## config.mk

```make
export PLATFORM = sky130hd
export DESIGN_NAME = heat_cascade_engine
export DESIGN_NICKNAME = d
export VERILOG_FILES = /design/src/rtl/heat_pkg.sv /design/src/rtl/heat_rng.sv /design/src/rtl/heat_walker.sv /design/src/rtl/heat_cooler.sv /design/src/rtl/heat_cascade_engine.sv
export SDC_FILE = /design/constraint.sdc
export NUM_CORES = 1
export LEC_CHECK = 0
export ABC_AREA = 0
export BUFFER_PORTS_ARGS = -buffer_cell sky130_fd_sc_hd__buf_2
export CAP_MARGIN = 20
export CORE_MARGIN = 2
export CORE_UTILIZATION = 40
export CTS_BUF_LIST = sky130_fd_sc_hd__clkbuf_8 sky130_fd_sc_hd__clkbuf_16
export CTS_CLUSTER_DIAMETER = 60
export DETAILED_ROUTE_END_ITERATION = 7
export GPL_TIMING_DRIVEN = 0
export PLACE_DENSITY_LB_ADDON = 0.12
export SYNTH_ARGS = -nofsm -noshare
export SYNTH_HDL_FRONTEND = slang
export SYNTH_SLANG_ARGS = --single-unit
```

## constraint.sdc

```tcl
create_clock -name clk -period 9.98 [get_ports clk]
set_clock_uncertainty 0.1 [all_clocks]
set_input_delay 1.497 -clock clk [delete_from_list [all_inputs] [get_ports clk]]
set_output_delay 1.497 -clock clk [all_outputs]
set_load 0.005 [all_outputs]
```

## src/rtl/heat_pkg.sv

```systemverilog
package heat_pkg;

    localparam int CELL_W    = 8;
    localparam int ACC_W     = 10;
    localparam int RNG_W     = 16;
    localparam int SEED_BITS = 7;

    typedef logic [CELL_W-1:0] cell_t;
    typedef logic [ACC_W-1:0]  acc_t;
    typedef logic [RNG_W-1:0]  rng_t;

    typedef enum logic [2:0] {
        ST_IDLE, ST_SEED, ST_RD0, ST_RD1, ST_RD2, ST_RD3, ST_WR, ST_DONE
    } phase_e;

    typedef enum logic [2:0] {
        TAP_SELF, TAP_DL, TAP_D, TAP_DR, TAP_DD
    } tap_e;

    function automatic int max2(input int a, input int b);
        return (a > b) ? a : b;
    endfunction

    function automatic rng_t rng_step(input rng_t s);
        return {s[14:0], s[15] ^ s[13] ^ s[12] ^ s[10]};
    endfunction

    function automatic cell_t cool_down(input acc_t sum);
        acc_t avg;
        avg = sum >> 2;
        return (avg == '0) ? '0 : cell_t'(avg - 1'b1);
    endfunction

endpackage

```

## src/rtl/heat_rng.sv

```systemverilog
module heat_rng
    import heat_pkg::*;
#(
    parameter rng_t INIT = 16'hACE1
) (
    input  logic clk,
    input  logic rst,
    input  logic advance,
    output rng_t state
);
    always_ff @(posedge clk) begin
        if (rst)
            state <= INIT;
        else if (advance)
            state <= rng_step(state);
    end
endmodule

```

## src/rtl/heat_walker.sv

```systemverilog
module heat_walker
    import heat_pkg::*;
#(
    parameter int DIM_W  = 9,
    parameter int ADDR_W = 15
) (
    input  logic              clk,
    input  logic              rst,
    input  logic              go_seed,
    input  logic              go_sweep,
    input  logic              advance,
    input  logic [DIM_W-1:0]  w,
    input  logic [DIM_W-1:0]  h,
    input  tap_e              tap,
    output logic [ADDR_W-1:0] addr,
    output logic              row_end,
    output logic [DIM_W-1:0]  row
);
    logic [DIM_W-1:0]  col;
    logic [ADDR_W-1:0] base;
    logic [ADDR_W-1:0] stride;
    logic [ADDR_W-1:0] here;

    assign stride  = ADDR_W'(w) + 1'b1;
    assign here    = base + ADDR_W'(col);
    assign row_end = (col == w - 1'b1);

    always_ff @(posedge clk) begin
        if (rst) begin
            col  <= DIM_W'(1);
            row  <= '0;
            base <= '0;
        end else if (go_seed) begin
            col  <= DIM_W'(1);
            row  <= h - 1'b1;
            base <= ADDR_W'(h - 1'b1) * stride;
        end else if (go_sweep) begin
            col  <= DIM_W'(1);
            row  <= '0;
            base <= '0;
        end else if (advance) begin
            if (row_end) begin
                col  <= DIM_W'(1);
                row  <= row + 1'b1;
                base <= base + stride;
            end else begin
                col  <= col + 1'b1;
            end
        end
    end

    always_comb begin
        unique case (tap)
            TAP_DL:  addr = here + stride - 1'b1;
            TAP_D:   addr = here + stride;
            TAP_DR:  addr = here + stride + 1'b1;
            TAP_DD:  addr = here + (stride << 1);
            default: addr = here;
        endcase
    end
endmodule

```

## src/rtl/heat_cooler.sv

```systemverilog
module heat_cooler
    import heat_pkg::*;
(
    input  acc_t  partial,
    input  cell_t last,
    output cell_t cooled
);
    acc_t total;
    assign total  = partial + acc_t'(last);
    assign cooled = cool_down(total);
endmodule

```

## src/rtl/heat_cascade_engine.sv

```systemverilog
module heat_cascade_engine
    import heat_pkg::*;
#(
    parameter int MAX_W  = 319,
    parameter int MAX_H  = 79,
    parameter int DIM_W  = $clog2(max2(MAX_W, MAX_H) + 2),
    parameter int ADDR_W = $clog2((MAX_W + 1) * (MAX_H + 1))
) (
    input  logic              clk,
    input  logic              rst,
    input  logic              start,
    input  logic [DIM_W-1:0]  cfg_width,
    input  logic [DIM_W-1:0]  cfg_height,
    output logic              done,
    output logic [ADDR_W-1:0] mem_addr,
    output logic [7:0]        mem_wdata,
    output logic              mem_we,
    input  logic [7:0]        mem_rdata
);
    phase_e           phase, nxt;
    acc_t             acc;
    logic [DIM_W-1:0] w_q, h_q, w_use, h_use;
    logic             go_seed, go_sweep, step, rng_adv;
    logic             row_end, last_cell;
    logic [DIM_W-1:0] row;
    tap_e             tap;
    rng_t             rng_state;
    cell_t            cooled;

    assign w_use = (phase == ST_IDLE) ? cfg_width  : w_q;
    assign h_use = (phase == ST_IDLE) ? cfg_height : h_q;

    heat_rng u_rng (
        .clk(clk), .rst(rst), .advance(rng_adv), .state(rng_state)
    );

    heat_walker #(.DIM_W(DIM_W), .ADDR_W(ADDR_W)) u_walk (
        .clk(clk), .rst(rst), .go_seed(go_seed), .go_sweep(go_sweep),
        .advance(step), .w(w_use), .h(h_use), .tap(tap),
        .addr(mem_addr), .row_end(row_end), .row(row)
    );

    heat_cooler u_cool (
        .partial(acc), .last(mem_rdata), .cooled(cooled)
    );

    assign last_cell = row_end && (row == h_q - DIM_W'(2));
    assign done      = (phase == ST_DONE);

    always_comb begin
        nxt       = phase;
        go_seed   = 1'b0;
        go_sweep  = 1'b0;
        step      = 1'b0;
        rng_adv   = 1'b0;
        mem_we    = 1'b0;
        mem_wdata = '0;
        tap       = TAP_SELF;
        unique case (phase)
            ST_IDLE: begin
                if (start) begin
                    go_seed = 1'b1;
                    nxt     = ST_SEED;
                end
            end
            ST_SEED: begin
                mem_we    = 1'b1;
                mem_wdata = cell_t'(rng_state[SEED_BITS-1:0]);
                rng_adv   = 1'b1;
                if (row_end) begin
                    go_sweep = 1'b1;
                    nxt      = ST_RD0;
                end else begin
                    step = 1'b1;
                end
            end
            ST_RD0: begin tap = TAP_DL; nxt = ST_RD1; end
            ST_RD1: begin tap = TAP_D;  nxt = ST_RD2; end
            ST_RD2: begin tap = TAP_DR; nxt = ST_RD3; end
            ST_RD3: begin tap = TAP_DD; nxt = ST_WR;  end
            ST_WR: begin
                mem_we    = 1'b1;
                mem_wdata = cooled;
                if (last_cell) begin
                    nxt = ST_DONE;
                end else begin
                    step = 1'b1;
                    nxt  = ST_RD0;
                end
            end
            ST_DONE: nxt = ST_IDLE;
            default: nxt = ST_IDLE;
        endcase
    end

    always_ff @(posedge clk) begin
        if (rst) begin
            phase <= ST_IDLE;
            acc   <= '0;
            w_q   <= '0;
            h_q   <= '0;
        end else begin
            phase <= nxt;
            if (phase == ST_IDLE && start) begin
                w_q <= cfg_width;
                h_q <= cfg_height;
            end
            unique case (phase)
                ST_RD1:         acc <= acc_t'(mem_rdata);
                ST_RD2, ST_RD3: acc <= acc + acc_t'(mem_rdata);
                default:        acc <= acc;
            endcase
        end
    end
endmodule

```

==> summary.txt, run 1 <==
Req. time, crit path: 8.38 ns
Via count of the first global-routing pass: 10.3k
Number of maximum-capacitance violations: 0
Cell at the slowest stage of the critical path: sky130_fd_sc_hd__or4b_1
Worst hold endpoint: u_rng.state[12]
Sort of element at the start of the critical path: input port
Violation count after the first detailed-route iteration: 736
Achievable clock frequency: 0.105 GHz
Worst slew slack as a fraction of its limit: 38.2%
Setup CP Type: in2out
Endpoint class of the critical path: output pin
Bufs on Longest Clock Path: 2
Critical path arrival: 7.95 ns
Number of buffer and inverter stages on the critical path: 5
Total negative slack for setup checks: 0 ns
Biggest area consumer among synthesized cells: sky130_fd_sc_hd__dfxtp_1
Areal power density over the cells: 262 nW/µm²
Tot GR Track Use: 25.1%
Final number of max-transition violations: 0
Count of vias placed by the detailed router: 10.8k
Final antenna diode count: 0
Portion of synthesized cell area occupied by the leading cell type: 14.4%
Leakage power total: 0.00524 µW
Slew at the pin closest to its max-slew limit: 0.922 ns
Vias per inst: 5.62
Launch instance of the worst register-to-register path: phase[2]
Synthesized netlist cell count: 1470
Average wire length per cell after detail routing: 18.6 µm
Primary flip-flop cell chosen by synthesis mapping: sky130_fd_sc_hd__dfxtp_1
Setup repair bufs after CTS: 0
Met2 WL: 16300 µm
Final layout net count: 1725
Die Area: 29200 µm²
Total I/O pin count: 54
Startpoint of the tightest hold check path: u_rng.state[11]
Ratio of cells with drive above 1 in the final layout: 7.68%
Path depth of the worst reg2reg path: 29
DRC violation count after routing: 0
Shortest period the worst path allows: 9.55 ns
PnR Total Power: 3190 µW
Most used standard cell by instance count after synthesis: sky130_fd_sc_hd__nand2_1
Pin count of the biggest net entering global routing: 17
Row count: 61
Yosys warning total: 0
Count of antenna-violating nets left after detailed routing: 0
Highest ir drop seen on vdd: 0.000341 V
Post-placement worst setup slack: -0.389 ns
Die boundary width: 171 µm
Clock insertion delay at the later pin of the skew report: 0.36 ns
H-tree levels: 3
CP top delay family: compound AO/OA/AOI/OAI gates
Routability Congestion: 0.895
P&R area growth vs syn: 9.55%
Worst hold stages: 2
Detail Route met3 WL: 1760 µm
Total routed wire length on the met1 layer: 16900 µm
Top cell types by occurrence after synthesis: 169 x sky130_fd_sc_hd__nand2_1, 135 x sky130_fd_sc_hd__nor2_1, 130 x sky130_fd_sc_hd__a21oi_1
Filler instances: 2870
Wire length after detailed routing: 35700 µm
Register area share after synthesis: 14.4%
Proportion of synthesized flip-flops having asynchronous set or reset: 0%
Critical path fanouts, max: 11
Run status: finished, final reports clean
Number of hold-slack violations in the final timing report: 0
Clock buffer count from CTS: 9
Number of antenna violations at the first check in global routing: 0
Count of clock tree sinks: 80
Endpoint of the most critical register-to-register path: u_walk.base[14]
Register bit total from synthesis: 80
Net count of the mapped netlist: 1663
Slack of the worst reg-to-reg path: 0.92 ns
RSZ-0062 raised after global routing: false
Class of the tightest hold or removal check: reg2reg
Number of enable flip-flop cells after synthesis: 0
Post-synthesis instance area: 11100 µm²
Post-layout instance area: 12200 µm²
Count of port buffers added during placement: 50
Core ar.: 27600 µm²
Wire length of the first global-routing pass: 57400 µm
Final critical-path share of the clock period: 95.7%
Dpl hpwl: 28000 µm
Clock-pin slew on the worst setup and hold paths: 0.07 ns
Remaining global-route overflow: 0
Crit path largest cell delay: 0.50 ns
Clock tree from TritonCTS: built
Clock root buffer: sky130_fd_sc_hd__clkbuf_16
Synth top area cells: sky130_fd_sc_hd__dfxtp_1 14%, sky130_fd_sc_hd__fa_1 12%, sky130_fd_sc_hd__ha_1 11%, sky130_fd_sc_hd__xnor2_1 7.1%, sky130_fd_sc_hd__a21oi_1 5.8%
Number of setup violations in the final report: 0
WP depth: 26
Number of library cell types mapped by synthesis: 85
Detailed-router iteration count before antenna repair: 7
Worst setup slack after layout: 0.429 ns
Syn_area_per_cell: 7.57 µm²
Die height: 171 µm
Starting Density: 40.4%
Placement-stage cell area: 11900 µm²
Uppermost metal layer occupied by signal nets: met4
## per-layer routing
layer / track usage, % / up-vias
li1: - / 5275
met5: 0 / -
met4: 6.13 / 0
met1: 35.4 / 5135
met3: 2.75 / 42
met2: 41.1 / 310
## layout make-up
class	count	area, µm²	area share (%)
Multi-Input combinational cell	1201	8800	72.2
Timing Repair Buffer	51	258	2.11
Clock buffer	9	225	1.85
Sequential cell	80	1600	13.1
Clock inverter	7	87.6	0.719
Tap cell	378	473	3.88
Inverter	120	452	3.71
Buffer	69	290	2.38
## sequential cells by signal, indices dropped and copies added, names as in the netlist
| name | cells |
|---|---|
| h_q | 9 |
| w_q | 9 |
| u_rng.state | 16 |
| u_walk.base | 15 |
| phase | 3 |
| u_walk.col | 9 |
| acc | 10 |
| u_walk.row | 9 |
## how the worst max path moves through the flow
stage                             from               to  slack, ns
after floorplan           cfg_width[0]  u_walk.base[14]       1.67
after detailed placement  cfg_width[0]     mem_addr[14]      -0.39
after CTS                 cfg_width[0]     mem_addr[14]       0.19
after global routing      cfg_width[0]     mem_addr[13]       0.08
final                     cfg_width[0]     mem_addr[13]       0.43
after global placement    cfg_width[0]     mem_addr[14]      -0.40
## metrics by stage
stage               util [%]  std cells  hold slack [ns]
CTS                     44.2       1915            0.360
global route            44.2       1915            0.379
floorplan                  -       1470            0.329
finish                  44.2       1915            0.359
global placement        43.0       1898            0.341
detailed placement      43.0       1899            0.348
## tightest hold or removal path: stages, from the launching register on
cell	delay [ns]
sky130_fd_sc_hd__dfxtp_1	0.32
sky130_fd_sc_hd__nand2_1	0.05
sky130_fd_sc_hd__a21oi_1	0.05
## power by group
group          switching, µW  total [µW]  internal [µW]
Sequential              42.9         395            352
Combinational           1440        2430            999
Clock                    164         365            200
## repair_timing
item,CTS,global route
pin swaps,0,0
setup endpoints to repair,4,2
endpoints found under the hold margin,0,0
resized for setup,3,4
hold buffers,0,0
## layout by cell type (no fill, tap or decap), types with 11 or more instances in the layout
cell type / instances
sky130_fd_sc_hd__ha_1: 97
sky130_fd_sc_hd__mux2i_1: 11
sky130_fd_sc_hd__o21ai_0: 52
sky130_fd_sc_hd__nand3_1: 47
sky130_fd_sc_hd__xnor2_1: 90
sky130_fd_sc_hd__nand4_1: 12
sky130_fd_sc_hd__fa_1: 67
sky130_fd_sc_hd__nand2b_1: 15
sky130_fd_sc_hd__inv_1: 117
sky130_fd_sc_hd__dfxtp_1: 80
sky130_fd_sc_hd__a21oi_1: 130
sky130_fd_sc_hd__nand2_1: 169
sky130_fd_sc_hd__nor3_1: 54
sky130_fd_sc_hd__clkbuf_1: 49
sky130_fd_sc_hd__or3_1: 15
sky130_fd_sc_hd__a21o_1: 19
sky130_fd_sc_hd__nor2_1: 134
sky130_fd_sc_hd__and2_1: 15
sky130_fd_sc_hd__a211oi_1: 28
sky130_fd_sc_hd__xor2_1: 46
sky130_fd_sc_hd__o21a_1: 14
sky130_fd_sc_hd__buf_2: 62
## logic make-up after synthesis
group,count (synthesis),share of synthesized area (%)
fa+ha+maj,166,23.1
compound gates,359,21.2
simple gates,522,21.9
mux,16,1.62
buf+inv,189,6.65
flops,80,14.4
xor+xnor,138,11.1
No activity file was read; power rests on OpenSTA's default activity.
==> run 2, diff against run 1 <==
--- a/config.mk
+++ b/config.mk
@@ -8,8 +8,9 @@
 export ABC_AREA = 0
 export BUFFER_PORTS_ARGS = -buffer_cell sky130_fd_sc_hd__buf_2
 export CAP_MARGIN = 20
+export CORE_ASPECT_RATIO = 1.1
 export CORE_MARGIN = 2
-export CORE_UTILIZATION = 40
+export CORE_UTILIZATION = 37
 export CTS_BUF_LIST = sky130_fd_sc_hd__clkbuf_8 sky130_fd_sc_hd__clkbuf_16
 export CTS_CLUSTER_DIAMETER = 60
 export DETAILED_ROUTE_END_ITERATION = 7
==> run 2 against run 1 <==
  * Sequential share of layout area hardly changed
  * Total power shrank 1.2%
  * Setup slack gained 0.0084 ns
  * Largest cell class unchanged
  * Clock power decreased by 5.8%
  * First-iteration DRC count is 7.5% higher
  * Non-clock buffer count did not move
  * Combinational power hardly changed
  * Highest routed layer unchanged
==> summary.txt, run 2 (synthesis results as in run 1) <==
Tot GR Track Use: 23.6% (-1.5 points)
Count of antenna-violating nets left after detailed routing: 0 (unchanged)
Via count of the first global-routing pass: 10.3k (-0.24%)
Clock-pin slew on the worst setup and hold paths: 0.07 ns (about the same)
Routability Congestion: 0.903 (+0.93%)
Setup repair bufs after CTS: 0 (unchanged)
Slew at the pin closest to its max-slew limit: 0.913 ns (-0.00873 ns)
Cell at the slowest stage of the critical path: sky130_fd_sc_hd__or4b_1
Sequential standard cell area: 1600 µm² (unchanged)
Dpl hpwl: 28800 µm (+2.9%)
Final layout net count: 1725 (unchanged)
Biggest regs: u_rng.state (16), u_walk.base (15), acc (10)
Bufs on Longest Clock Path: 2 (unchanged)
Worst slew slack as a fraction of its limit: 38.7% (+0.45 points)
DRC violation count after routing: 0 (unchanged)
Most common cell after layout, fill and taps aside: sky130_fd_sc_hd__nand2_1
Final antenna diode count: 0 (unchanged)
Critical path fanouts, max: 11 (unchanged)
Setup CP Type: in2out
Die boundary width: 169 µm (-0.84%)
Sort of element at the start of the critical path: input port
CP top delay family: compound AO/OA/AOI/OAI gates
Shortest period the worst path allows: 9.54 ns (-0.00838 ns)
Number of maximum-capacitance violations: 0 (unchanged)
Core ar.: 29600 µm² (+7.3%)
Row count: 66 (+8.2%)
Pin count of the biggest net entering global routing: 18 (+1)
Wire length after detailed routing: 36500 µm (+2.3%)
Number of placed instances with taps included: 1895 (-0.21%)
Violation count after the first detailed-route iteration: 791 (+7.5%)
Number of flip-flops under the largest register name: 16 (unchanged)
H-tree levels: 3 (unchanged)
Count of vias placed by the detailed router: 10.8k (+0.10%)
Number of buffer and inverter stages on the critical path: 5 (unchanged)
Final number of max-transition violations: 0 (unchanged)
Wire length of the first global-routing pass: 58000 µm (+1.2%)
Die Area: 31500 µm² (+7.9%)
CP Launch Point: cfg_width[0]
Ratio of cells with drive above 1 in the final layout: 7.68% (unchanged)
P&R area growth vs syn: 9.36%
Leakage power total: 0.00523 µW (-0.16%)
Endpoint class of the critical path: output pin
Clock root buffer: sky130_fd_sc_hd__clkbuf_16
Vias per inst: 5.64 (+0.31%)
Crit path largest cell delay: 0.51 ns (about the same)
Average wire length per cell after detail routing: 19.1 µm (+2.5%)
Commonest cells after routing, fill and taps aside: 169 x sky130_fd_sc_hd__nand2_1, 134 x sky130_fd_sc_hd__nor2_1, 130 x sky130_fd_sc_hd__a21oi_1
Count of port buffers added during placement: 50 (unchanged)
Remaining global-route overflow: 0 (unchanged)
Final critical-path share of the clock period: 95.6% (about the same)
Total I/O pin count: 54 (unchanged)
Number of hold-slack violations in the final timing report: 0 (unchanged)
Total negative slack for setup checks: 0 ns (unchanged)
Multi-input gate area in the final layout: 8800 µm² (unchanged)
Critical path arrival: 7.95 ns (about the same)
Startpoint of the tightest hold check path: u_rng.state[7]
Register ranked first by flip-flop count: u_rng.state
Filler instances: 3106 (+8.2%)
Clock tree from TritonCTS: built
Starting Density: 37.6% (-2.7 points)
Req. time, crit path: 8.38 ns (about the same)
Hold-fix buffers, CTS: 0 (unchanged)
Number of setup violations in the final report: 0 (unchanged)
Achievable clock frequency: 0.105 GHz (about the same)
Die height: 186 µm (+8.8%)
Highest ir drop seen on vdd: 0.000221 V (-35%)
Count of clock tree sinks: 80 (unchanged)
RSZ-0062 raised after global routing: false
Launch instance of the worst register-to-register path: phase[2]
Areal power density over the cells: 259 nW/µm² (-1.0%)
Clock buffer count from CTS: 9 (unchanged)
Clock insertion delay at the later pin of the skew report: 0.36 ns (about the same)
Class of the tightest hold or removal check: reg2reg
Run status: finished, final reports clean
Detailed-router iteration count before antenna repair: 5 (-2)
Number of antenna violations at the first check in global routing: 0 (unchanged)
Number of cells in the finished layout apart from fillers: 1911 (-0.21%)
==> run 2: worst register-to-register path: stages (launching register included) <==
cell	delay [ns]
sky130_fd_sc_hd__dfxtp_1	0.41
sky130_fd_sc_hd__nor3_4	0.61
sky130_fd_sc_hd__clkbuf_1	0.46
sky130_fd_sc_hd__buf_1	0.48
sky130_fd_sc_hd__nand2_1	0.11
sky130_fd_sc_hd__nand2_1	0.12
sky130_fd_sc_hd__ha_1	0.28
sky130_fd_sc_hd__nand3_1	0.16
sky130_fd_sc_hd__or3_1	0.39
sky130_fd_sc_hd__and3_1	0.25
sky130_fd_sc_hd__clkbuf_1	0.23
sky130_fd_sc_hd__nor2_1	0.48
sky130_fd_sc_hd__buf_2	0.37
sky130_fd_sc_hd__nand2_1	0.12
sky130_fd_sc_hd__fa_1	0.52
sky130_fd_sc_hd__fa_1	0.53
sky130_fd_sc_hd__fa_1	0.52
sky130_fd_sc_hd__fa_1	0.54
sky130_fd_sc_hd__inv_1	0.05
sky130_fd_sc_hd__fa_1	0.44
sky130_fd_sc_hd__xnor2_1	0.21
sky130_fd_sc_hd__xnor2_1	0.10
sky130_fd_sc_hd__xnor2_1	0.24
sky130_fd_sc_hd__xnor2_1	0.15
sky130_fd_sc_hd__xnor3_1	0.45
sky130_fd_sc_hd__or4_1	0.49
sky130_fd_sc_hd__o311ai_1	0.11
==> run 2: report_power, final <==
group	total, µW	switching, µW	internal [µW]
Sequential	394	42.7	352
Clock	344	167	177
Combinational	2420	1420	1000
==> run 2: path summary, 6_finish.rpt <==
| kind | slack, ns | to | depth (start not counted) |
|---|---|---|---|
| setup / recovery | 0.44 | mem_addr[14] | 26 |
| hold / removal | 0.36 | u_rng.state[8] | 2 |
| setup reg to reg | 0.96 | u_walk.base[14] | 26 |
| hold reg to reg | 0.36 | u_rng.state[8] | 2 |
==> run 2: layout make-up <==
class | count | share of cell area [%]
Sequential cell | 80 | 13.2
Clock buffer | 9 | 1.85
Multi-Input combinational cell | 1201 | 72.3
Tap cell | 374 | 3.85
Buffer | 69 | 2.39
Clock inverter | 7 | 0.586
Inverter | 120 | 3.71
Timing Repair Buffer | 51 | 2.12
==> run 2: what timing repair did <==
item | 4_1_cts | 5_1_grt
cloned | 0 | 0
resized for setup | 3 | 4
setup endpoints to repair | 4 | 4
hold endpoints to repair | 0 | 0
==> run 2: routing by layer <==
layer / vias to the layer above / GRT usage, % / wire length (µm)
met5: - / 0 / 0
met4: 0 / 5.78 / 752
met3: 43 / 2.83 / 1720
met2: 305 / 39.7 / 17300
met1: 5151 / 32.2 / 16800
li1: 5274 / - / -
==> run 2: metrics by stage <==
stage               area [µm²]  worst slack [ns]  util [%]  power [µW]  hold slack, ns
detailed placement       11900            -0.517      40.1        2780           0.349
CTS                      12200            0.0269      41.1        3160           0.360
global route             12200          0.000968      41.2        3520           0.370
finish                   12200             0.438      41.2        3160           0.356
floorplan                11100              1.67         -        2230           0.329
global placement         11800            -0.496      40.1        2770           0.343
==> run 3, diff against run 2 <==
==> constraint.sdc (replaced) <==
create_clock -name clk -period 9.59 [get_ports clk]
set_clock_uncertainty 0.1 [all_clocks]
set_input_delay 1.4385 -clock clk [delete_from_list [all_inputs] [get_ports clk]]
set_output_delay 1.4385 -clock clk [all_outputs]
set_load 0.005 [all_outputs]
==> run 3 against run 2 <==
  * Global-route usage is essentially flat
  * Via count grew 0.11%
  * Sequential power grew 4%
  * Sequential cell count is the same
  * Register-to-register slack lost 0.27 ns
  * Core utilization grew 0.13 points
  * Clock-buffer cell count is the same
  * Setup slack lost 0.061 ns
  * Clock power grew 4%
  * Non-clock buffer count is the same
  * Critical path depth is the same
  * First-iteration DRC count shrank 1.9%
  * Critical endpoint is now u_walk.base[14]
  * Largest power group unchanged
==> summary.txt, run 3 (synthesis results as in run 1) <==
Clock root buffer: sky130_fd_sc_hd__clkbuf_16
Critical path fanouts, max: 11 (unchanged)
DRC violation count after routing: 0 (unchanged)
Most common cell after layout, fill and taps aside: sky130_fd_sc_hd__nand2_1
Clock buffer count from CTS: 9 (unchanged)
Cell at the slowest stage of the critical path: sky130_fd_sc_hd__fa_1
Number of maximum-capacitance violations: 0 (unchanged)
Number of flip-flops under the largest register name: 16 (unchanged)
Final critical-path share of the clock period: 96.1%
Detailed-router iteration count before antenna repair: 7 (+2)
Starting Density: 37.6% (unchanged)
Dpl hpwl: 28800 µm (unchanged)
Final antenna diode count: 0 (unchanged)
Pin count of the biggest net entering global routing: 18 (unchanged)
Commonest cells after routing, fill and taps aside: 169 x sky130_fd_sc_hd__nand2_1, 133 x sky130_fd_sc_hd__nor2_1, 130 x sky130_fd_sc_hd__a21oi_1
Die height: 186 µm (unchanged)
Via count of the first global-routing pass: 10.3k (+0.15%)
Routability Congestion: 0.903 (unchanged)
Flop pwr share: 12.5% (about the same)
Setup repair bufs after CTS: 0 (unchanged)
Cell occurring most often along the worst timing path: sky130_fd_sc_hd__fa_1
Number of hold-slack violations in the final timing report: 0 (unchanged)
Multi-input gate area in the final layout: 8840 µm² (+0.38%)
Run status: finished, final reports clean
Count of port buffers added during placement: 50 (unchanged)
Register ranked first by flip-flop count: u_rng.state
Row count: 66 (unchanged)
Clock network power share: 10.9% (about the same)
Shortest period the worst path allows: 9.21 ns
Sequential standard cell area: 1600 µm² (unchanged)
Count of antenna-violating nets left after detailed routing: 0 (unchanged)
Final number of max-transition violations: 0 (unchanged)
Worst hold stages: 2 (unchanged)
Core ar.: 29600 µm² (unchanged)
Average wire length per cell after detail routing: 19.1 µm (about the same)
Post-layout instance area: 12200 µm² (+0.31%)
Internal power: 1590 µW (+4.2%)
Areal power density over the cells: 269 nW/µm² (+3.7%)
Highest ir drop seen on vdd: 0.000228 V (+3.5%)
Placement-stage cell area: 11900 µm² (unchanged)
Number of setup violations in the final report: 0 (unchanged)
Req. time, crit path: 9.74 ns (+1.36 ns)
Violation count after the first detailed-route iteration: 776 (-1.9%)
Achievable clock frequency: 0.109 GHz
Bufs on Longest Clock Path: 2 (unchanged)
Path depth of the worst reg2reg path: 26 (unchanged)
Total I/O pin count: 54 (unchanged)
Number of antenna violations at the first check in global routing: 0 (unchanged)
P&R area growth vs syn: 9.69%
Biggest regs: u_rng.state (16), u_walk.base (15), acc (10)
Setup CP Type: in2reg
Hold-fix buffers, CTS: 0 (unchanged)
Tot GR Track Use: 23.6% (about the same)
Final layout net count: 1725 (unchanged)
Slew at the pin closest to its max-slew limit: 0.890 ns (-0.0233 ns)
Filler instances: 3109 (+0.097%)
Ratio of cells with drive above 1 in the final layout: 8.07% (+0.39 points)
Wire length after detailed routing: 36600 µm (about the same)
Crit path largest cell delay: 0.54 ns (+0.03 ns)
Number of gates resized after cts: 5 (+2)
Critical path arrival: 9.36 ns (+1.41 ns)
H-tree levels: 3 (unchanged)
Clock insertion delay at the later pin of the skew report: 0.36 ns (about the same)
Worst hold endpoint: u_rng.state[8]
Number of buffer and inverter stages on the critical path: 6 (+1)
Endpoint of the most critical register-to-register path: u_walk.base[14]
Core utilization of the finished layout: 41.3% (+0.13 points)
Wire length of the first global-routing pass: 58100 µm (about the same)
Count of vias placed by the detailed router: 10.8k (+0.11%)
Class of the tightest hold or removal check: reg2reg
Combinational power share: 76.6% (about the same)
Sort of element at the start of the critical path: input port
Startpoint of the tightest hold check path: u_rng.state[7]
CP top delay family: adder cells
Leakage power total: 0.00525 µW (+0.39%)
Count of clock tree sinks: 80 (unchanged)
Slack of the worst reg-to-reg path: 0.69 ns (-0.27 ns)
Die Area: 31500 µm² (unchanged)
Remaining global-route overflow: 0 (unchanged)
Clock-pin slew on the worst setup and hold paths: 0.07 ns (about the same)
Launch instance of the worst register-to-register path: phase[2]
RSZ-0062 raised after global routing: false
Sw Pwr: 1690 µW (+3.9%)
Vias per inst: 5.64 (+0.11%)
Switching power share of the total: 51.5% (-0.054 points)
Clock tree from TritonCTS: built
Worst slew slack as a fraction of its limit: 40.7% (+2.0 points)
Die boundary width: 169 µm (unchanged)
Endpoint class of the critical path: register
run 3: worst max path at each step:
stage,endpoint,depth (start not counted),start,slack (ns)
after floorplan,u_walk.base[14],25,cfg_width[0],1.34
after global placement,mem_addr[14],23,cfg_width[0],-0.77
after detailed placement,mem_addr[14],23,cfg_width[0],-0.79
after CTS,mem_addr[13],26,cfg_width[0],0.14
after global routing,u_walk.base[14],26,cfg_width[0],0.03
final,u_walk.base[14],26,cfg_width[0],0.38
run 3: worst register-to-register path, delay by kind of cell, from the launching register on:
kind                     cells  cell delay (ns)
AO/OA/AOI/OAI                1             0.11
XOR/XNOR                     5             1.15
adder cells (fa/ha/maj)      6             2.82
buffers and inverters        5             1.58
flip-flops                   1             0.41
AND/OR/NAND/NOR              9             2.62
run 3: cell type report:
class	instances	share of cell area [%]
Sequential cell	80	13.1
Multi-Input combinational cell	1201	72.4
Inverter	120	3.70
Clock buffer	9	1.85
Buffer	69	2.41
Tap cell	374	3.83
Timing Repair Buffer	51	2.11
Clock inverter	7	0.584
run 3: layer usage:
metal | share of wire [%] | vias to the layer above | GRT usage (%) | wire (µm)
met5 | 0 | - | 0 | 0
met4 | 2.4 | 0 | 5.98 | 885
met3 | 4.7 | 49 | 2.85 | 1730
met2 | 47 | 328 | 39.7 | 17100
met1 | 46 | 5143 | 32.2 | 16800
li1 | - | 5265 | - | -
run 3: power groups by stage:
stage | clock network (µW) | registers [µW] | logic (µW)
5_1_grt | 378 | 414 | 2870
2_1_floorplan | 0 | 401 | 1920
3_3_place_gp | 0 | 416 | 2460
4_1_cts | 366 | 409 | 2510
3_5_place_dp | 0 | 416 | 2480
6_report | 359 | 410 | 2520
run 3: metrics by stage:
stage	hold WS, ns	power [µW]	std cells	worst slack (ns)	setup TNS, ns
after floorplan	0.329	2320	1470	1.34	0
after detailed placement	0.349	2900	1895	-0.790	-2.69
after CTS	0.360	3290	1911	0.142	0
after global placement	0.343	2880	1894	-0.769	-2.61
final	0.356	3280	1911	0.376	0
after global routing	0.370	3660	1911	0.0343	0
